**src/rtl/spi_fifo_pkg.sv**
```systemverilog
package spi_fifo_pkg;

    localparam int FLAG_N = 8;

    typedef struct packed {
        logic s_abort;   // bit 7
        logic m_done;    // bit 6
        logic rx_udr;    // bit 5
        logic rx_ovr;    // bit 4
        logic tx_udr;    // bit 3
        logic tx_ovr;    // bit 2
        logic tx_level;  // bit 1
        logic tx_empty;  // bit 0
    } irq_vec_t;

    typedef enum logic {
        MODE_SLAVE  = 1'b0,
        MODE_MASTER = 1'b1
    } spi_mode_e;

    // Flags wiped by a transmit flush (tx_empty is then forced set).
    function automatic irq_vec_t tx_group_mask();
        irq_vec_t m;
        m          = '0;
        m.tx_level = 1'b1;
        m.tx_ovr   = 1'b1;
        m.tx_udr   = 1'b1;
        return m;
    endfunction

    function automatic int cnt_width(int depth);
        return $clog2(depth + 1);
    endfunction

endpackage

```
**src/rtl/spi_fifo_buf.sv**
```systemverilog
module spi_fifo_buf #(
    parameter int DW    = 8,
    parameter int DEPTH = 8,
    localparam int CW   = spi_fifo_pkg::cnt_width(DEPTH),
    localparam int AW   = (DEPTH > 1) ? $clog2(DEPTH) : 1
) (
    input  logic          clk,
    input  logic          rst,
    input  logic          flush,
    input  logic          push,
    input  logic [DW-1:0] push_data,
    input  logic          pop,
    output logic [DW-1:0] head_data,
    output logic [CW-1:0] count,
    output logic          full,
    output logic          empty
);
    logic [DW-1:0] mem [DEPTH];
    logic [AW-1:0] wr_ptr, rd_ptr;

    function automatic logic [AW-1:0] bump(logic [AW-1:0] p);
        return (p == AW'(DEPTH - 1)) ? '0 : p + AW'(1);
    endfunction

    assign full      = (count == CW'(DEPTH));
    assign empty     = (count == '0);
    assign head_data = mem[rd_ptr];

    always_ff @(posedge clk) begin
        if (push) mem[wr_ptr] <= push_data;
    end

    always_ff @(posedge clk) begin
        if (rst || flush) begin
            wr_ptr <= '0;
            rd_ptr <= '0;
            count  <= '0;
        end else begin
            if (push) wr_ptr <= bump(wr_ptr);
            if (pop)  rd_ptr <= bump(rd_ptr);
            unique case ({push, pop})
                2'b10:   count <= count + CW'(1);
                2'b01:   count <= count - CW'(1);
                default: count <= count;
            endcase
        end
    end

    a_r11_count_bound: assert property (@(posedge clk) disable iff (rst)
        count <= CW'(DEPTH));
    a_r11_no_push_full: assert property (@(posedge clk) disable iff (rst)
        !(push && full));
    a_r11_no_pop_empty: assert property (@(posedge clk) disable iff (rst)
        !(pop && empty));
    a_r11_push_grows: assert property (@(posedge clk) disable iff (rst)
        (push && !pop && !flush) |=> count == $past(count) + CW'(1));

endmodule

```
**src/rtl/spi_flag_bank.sv**
```systemverilog
module spi_flag_bank
    import spi_fifo_pkg::*;
(
    input  logic     clk,
    input  logic     rst,
    input  irq_vec_t set_vec,
    input  irq_vec_t clr_vec,
    input  logic     tx_flush,
    output irq_vec_t flags
);
    irq_vec_t flags_n;

    always_comb begin
        flags_n = (flags & ~clr_vec) | set_vec;
        if (tx_flush) begin
            flags_n          = flags_n & ~tx_group_mask();
            flags_n.tx_empty = 1'b1;
        end
    end

    always_ff @(posedge clk) begin
        if (rst) flags <= '0;
        else     flags <= flags_n;
    end

    a_r10_sticky_done: assert property (@(posedge clk) disable iff (rst)
        (flags.m_done && !clr_vec.m_done) |=> flags.m_done);
    a_r10_set_wins: assert property (@(posedge clk) disable iff (rst)
        (set_vec.s_abort && clr_vec.s_abort) |=> flags.s_abort);
    a_r1_flush_marks_empty: assert property (@(posedge clk) disable iff (rst)
        tx_flush |=> (flags.tx_empty && !flags.tx_ovr && !flags.tx_udr));

endmodule

```
**src/rtl/spi_fifo_ctl.sv**
```systemverilog
module spi_fifo_ctl
    import spi_fifo_pkg::*;
#(
    parameter int DW    = 8,
    parameter int DEPTH = 8,
    localparam int CW   = cnt_width(DEPTH)
) (
    input  logic          clk,
    input  logic          rst,
    input  logic          ctl_tx_flush,
    input  logic          ctl_tx_en,
    input  logic [CW-1:0] ctl_tx_thresh,
    input  logic          host_tx_wr,
    input  logic [DW-1:0] host_tx_data,
    input  logic          host_rx_rd,
    output logic [DW-1:0] host_rx_data,
    input  logic [7:0]    irq_clr,
    output logic [7:0]    irq_flags,
    output logic          tx_dma_req,
    output logic [CW-1:0] tx_count,
    output logic [CW-1:0] rx_count,
    input  logic          eng_master,
    input  logic          eng_tx_pop,
    output logic [DW-1:0] eng_tx_data,
    output logic          eng_tx_avail,
    input  logic          eng_rx_push,
    input  logic [DW-1:0] eng_rx_data,
    input  logic          eng_bit_tick,
    input  logic          eng_char_done,
    input  logic          eng_ss_active,
    output logic          eng_clk_stall
);
    spi_mode_e mode;
    logic      tx_full, tx_empty, rx_full, rx_empty;
    logic      tx_push, tx_pop, rx_push, rx_pop;
    logic      ss_q, ss_fall, char_open;
    irq_vec_t  set_vec, flag_q;

    assign mode = spi_mode_e'(eng_master);

    // Transmit queue
    assign eng_tx_avail = ctl_tx_en && !tx_empty;
    assign tx_push      = host_tx_wr && ctl_tx_en && !tx_full && !ctl_tx_flush;
    assign tx_pop       = eng_tx_pop && eng_tx_avail && !ctl_tx_flush;

    spi_fifo_buf #(.DW(DW), .DEPTH(DEPTH)) u_txq (
        .clk       (clk),
        .rst       (rst),
        .flush     (ctl_tx_flush),
        .push      (tx_push),
        .push_data (host_tx_data),
        .pop       (tx_pop),
        .head_data (eng_tx_data),
        .count     (tx_count),
        .full      (tx_full),
        .empty     (tx_empty)
    );

    // Receive queue
    assign rx_push = eng_rx_push && !rx_full;
    assign rx_pop  = host_rx_rd && !rx_empty;

    spi_fifo_buf #(.DW(DW), .DEPTH(DEPTH)) u_rxq (
        .clk       (clk),
        .rst       (rst),
        .flush     (1'b0),
        .push      (rx_push),
        .push_data (eng_rx_data),
        .pop       (rx_pop),
        .head_data (host_rx_data),
        .count     (rx_count),
        .full      (rx_full),
        .empty     (rx_empty)
    );

    // DMA request and master clock stall
    assign tx_dma_req    = ctl_tx_en && (tx_count < ctl_tx_thresh);
    assign eng_clk_stall = (mode == MODE_MASTER) &&
                           ((eng_tx_pop && !eng_tx_avail) || (eng_rx_push && rx_full));

    // Partial-character tracking for slave abort
    assign ss_fall = ss_q && !eng_ss_active;

    always_ff @(posedge clk) begin
        if (rst) begin
            ss_q      <= 1'b0;
            char_open <= 1'b0;
        end else begin
            ss_q <= eng_ss_active;
            if (ss_fall || eng_char_done) char_open <= 1'b0;
            else if (eng_bit_tick)        char_open <= 1'b1;
        end
    end

    // Flag set conditions
    always_comb begin
        set_vec          = '0;
        set_vec.tx_empty = tx_empty;
        set_vec.tx_level = tx_dma_req;
        set_vec.tx_ovr   = host_tx_wr && ctl_tx_en && tx_full;
        set_vec.tx_udr   = (mode == MODE_SLAVE) && eng_tx_pop && !eng_tx_avail;
        set_vec.rx_ovr   = (mode == MODE_SLAVE) && eng_rx_push && rx_full;
        set_vec.rx_udr   = host_rx_rd && rx_empty;
        set_vec.m_done   = (mode == MODE_MASTER) && eng_char_done && tx_empty;
        set_vec.s_abort  = (mode == MODE_SLAVE) && ss_fall && char_open;
    end

    spi_flag_bank u_flags (
        .clk      (clk),
        .rst      (rst),
        .set_vec  (set_vec),
        .clr_vec  (irq_vec_t'(irq_clr)),
        .tx_flush (ctl_tx_flush),
        .flags    (flag_q)
    );

    assign irq_flags = flag_q;

    a_r5_master_no_rx_ovr: assert property (@(posedge clk) disable iff (rst)
        (eng_master && eng_rx_push && rx_count == CW'(DEPTH) && !irq_flags[4]) |=> !irq_flags[4]);
    a_r6_master_no_tx_udr: assert property (@(posedge clk) disable iff (rst)
        (eng_master && eng_tx_pop && !eng_tx_avail && !irq_flags[3]) |=> !irq_flags[3]);
    a_r3_level_flag: assert property (@(posedge clk) disable iff (rst)
        (tx_dma_req && !ctl_tx_flush) |=> irq_flags[1]);
    a_r2_disabled_hold: assert property (@(posedge clk) disable iff (rst)
        (!ctl_tx_en && !ctl_tx_flush) |=> tx_count == $past(tx_count));
    a_r7_full_write: assert property (@(posedge clk) disable iff (rst)
        (host_tx_wr && ctl_tx_en && tx_count == CW'(DEPTH) && !ctl_tx_flush) |=> irq_flags[2]);
    a_r1_flush_empties: assert property (@(posedge clk) disable iff (rst)
        ctl_tx_flush |=> tx_count == '0);

endmodule

```
**config.mk**
```make
export PLATFORM = sky130hd
export DESIGN_NAME = spi_fifo_ctl
export DESIGN_NICKNAME = d
export VERILOG_FILES = /design/src/rtl/spi_fifo_pkg.sv /design/src/rtl/spi_fifo_buf.sv /design/src/rtl/spi_flag_bank.sv /design/src/rtl/spi_fifo_ctl.sv
export SDC_FILE = /design/constraint.sdc
export NUM_CORES = 1
export LEC_CHECK = 0
export ABC_CLOCK_PERIOD_IN_PS = 7100
export BUFFER_PORTS_ARGS = -buffer_cell sky130_fd_sc_hd__buf_2
export CAP_MARGIN = 5
export CORE_UTILIZATION = 62
export CTS_BUF_LIST = sky130_fd_sc_hd__clkbuf_8 sky130_fd_sc_hd__clkbuf_16
export CTS_CLUSTER_SIZE = 10
export DETAILED_ROUTE_END_ITERATION = 6
export PLACE_DENSITY = 0.9
export SLEW_MARGIN = 5
export SYNTH_ARGS = -nofsm -noshare
export SYNTH_HDL_FRONTEND = slang
export SYNTH_SLANG_ARGS = --single-unit
```
**constraint.sdc**
```tcl
create_clock -name clk -period 7.1 [get_ports clk]
set_input_delay 0.71 -clock clk [delete_from_list [all_inputs] [get_ports clk]]
set_output_delay 0.71 -clock clk [all_outputs]
set_load 0.01 [all_outputs]
```
==> results.toml <==
[critical_path]
cp.arrival_ps = 2660
crit_path_start_kind = "flop"
timing.rr.end = "u_rxq.count[3]"
r2r_slack_ps = 4210
worstPathRequired_ps = 6390
worstSetupPathType = "flop to primary output"
cp-endpoint = "eng_tx_data[4]"
cp-end-kind = "primary output"
reg2reg_from = "u_rxq.count[3]"
worstPathMaxFanout = 16
reg2reg_depth = 8

[sta]
fin_ws_ps = 3730
finClkSkew_ps = 9.528
tightest_slew_ps = 1123
hold_viol_final = 0
rsz0062_at_grt = "no"
tns_ps = 0
period_share_pct = 47.46
maxSlewViolCount = 0
timing.final.crit_period_ps = 3370
slew_headroom_pct = 25.04
final-setup-viol-count = 0
fmax_ghz = 0.2968

[drt]
drc = 0
antenna_left = 0
wl_um = 12780
first_iter_violations = 210
vias_per_cell = 5.946
vias = 3752
wire_per_inst_um = 20.25
first_pass_iters = 4

[final_layout]
nets = 541
drive_gt1_share_pct = 33.13
fillers = 611
n_antenna_cell = 0
area_growth_pct = 15.83

[floorplan]
core_um2 = 10370
die_height_um = 105.7
die_w_um = 105.7
design.die.area_um2 = 11170
placementRows = 37
initial_core_util_pct = 64.25
ios = 75

[logic_synthesis]
synthArstFlopShare_pct = 0
synth_cell_type_count = 49
syn_inst = 399
syn-cell-area_um2 = 6663
ys_warn_count = 0
yosys.area.top_type = "edfxtp_1"
synth_commonest_cells = "128 x edfxtp_1, 36 x dfxtp_1, 32 x mux4_2"
synth_fp_nets = 457
ys_seq_area_share_pct = 68.51
ys.flop_type = "edfxtp_1"
yosys.area.top_type_share_pct = 57.69
synth_edf_count = 128
synth.avg_cell_area_um2 = 16.70
synth.most_common_cell = "edfxtp_1"
ys_ff_latch = 164
ys_top_cells_by_area = "edfxtp_1 58%, dfxtp_1 11%, mux4_2 11%, ha_1 3.2%, mux2_2 2.7%"

[placed_design]
place_congestion = 0.7536
dp_hpwl_um = 7755
portBuffers = 74
dp_slack_ps = 4171

[clock_network]
clk_latency_ps = 530
cts_tree = "yes"
cts_setup_buffers = 0
clock_path_buffers = 2
cts_root_buf = "clkbuf_8"
path_clk_slew_ps = 60
cts_resized = 0
cts.sinks = 164
htree_num_levels = 4
ctsHoldBuffers = 0
cts_buffers = 17

[job]
drv_cap = 0

[power]
ir_worst_vdd_mv = 0.2069
total_leakage_power_uw = 0.002796
powerDensity_nw_per_um2 = 290.8

[grt]
grt_max_degree = 21
grtUsageTotal_pct = 25.07
grt_first_pass_wirelength_um = 20120
gr-total-overflow = 0
antenna_found_initial = 0
first_global_vias = 3819

[hold_path]
hold_class = "input port to flop"

[outcome]
status = "completed"
-- final cells by class --
class | instances | area (µm²) | share of cell area, %
Sequential cell | 164 | 4564 | 59.14
Inverter | 12 | 45.04 | 0.5837
Tap cell | 136 | 170.2 | 2.205
Multi-Input combinational cell | 207 | 1978 | 25.63
Timing Repair Buffer | 81 | 422.9 | 5.480
Clock inverter | 14 | 122.6 | 1.589
Clock buffer | 17 | 414.1 | 5.366
-- cell usage in the layout, fill, tap and decap left out, types with 4 or more instances in the layout --
master,n
nand2_1,16
mux4_2,32
nand3_1,6
clkbuf_16,16
buf_2,74
nand2b_1,9
mux2_2,16
a21oi_1,20
ha_1,17
mux2i_1,5
dfxtp_1,36
clkinv_2,4
edfxtp_1,128
nor3_1,7
nor2b_1,5
inv_1,14
buf_4,7
xor2_1,5
nor2_1,26
or3_1,4
-- per-layer routing --
metal | share of wire (%) | up-vias | global-route usage, %
met2 | 53 | 156 | 43.18
met5 | 0 | - | 0
met1 | 39 | 1858 | 30.51
li1 | - | 1722 | -
met3 | 6.6 | 16 | 7.669
met4 | 1.1 | 0 | 7.440
-- worst max-delay path, cell delays in order (launching register included) --
cell and delay, ps:
dfxtp_1 1060, mux4_2 620, mux2_2 300, buf_2 150
-- state kept, by name, summed over array words and instances, names as in the netlist, named ones only --
name	cells
u_txq.mem	64
char_open	1
u_rxq.count	4
u_rxq.rd_ptr	3
ss_q	1
u_txq.rd_ptr	3
u_rxq.wr_ptr	3
u_txq.count	4
u_rxq.mem	64
u_flags.flags	8
u_txq.wr_ptr	3
-- worst min-delay path by stage --
stage / cells past startpoint / slack [ps] / startpoint / to
floorplan: 2 / 450 / u_rxq.rd_ptr[2] / flop
global placement: 2 / 450 / u_flags.flags[7] / u_flags.flags[7]
detailed placement: 2 / 460 / u_flags.flags[2] / u_flags.flags[2]
CTS: 2 / 350 / eng_char_done / char_open
global route: 2 / 350 / eng_char_done / char_open
finish: 2 / 360 / eng_char_done / char_open
-- metrics by stage --
stage | area [µm²] | hold slack (ps) | util [%] | cells | total power (µW)
5_1_grt | 7717 | 348.6 | 74.42 | 631 | 2323
3_3_place_gp | 7181 | 453.6 | 69.24 | 600 | 1408
4_1_cts | 7717 | 351.8 | 74.42 | 631 | 2257
3_5_place_dp | 7181 | 464.1 | 69.24 | 600 | 1427
2_1_floorplan | 6663 | 454.7 | - | 399 | 1334
6_report | 7717 | 364.6 | 74.42 | 631 | 2244
-- power by group --
| part | total, µW | switching, µW | internal (µW) |
|---|---|---|---|
| sequential | 1130 | 58.4 | 1070 |
| combinational | 278 | 129 | 148 |
| clock | 836 | 347 | 489 |
| total | 2240 | 534 | 1710 |
-- cells by family (layout without fill, tap and decap cells) --
family / Yosys count / after routing / share of synthesized area [%]
adders and majority gates: 18 / 18 / 3.493
xor gates and xnor gates: 5 / 5 / 0.6572
muxes: 53 / 53 / 14.27
DFF: 164 / 164 / 68.51
buffers and inverters: 28 / 124 / 1.803
AOI/OAI and AO/OA: 37 / 37 / 3.756
and+or+nand+nor: 94 / 94 / 7.512
(Power assumes the default switching activity.)
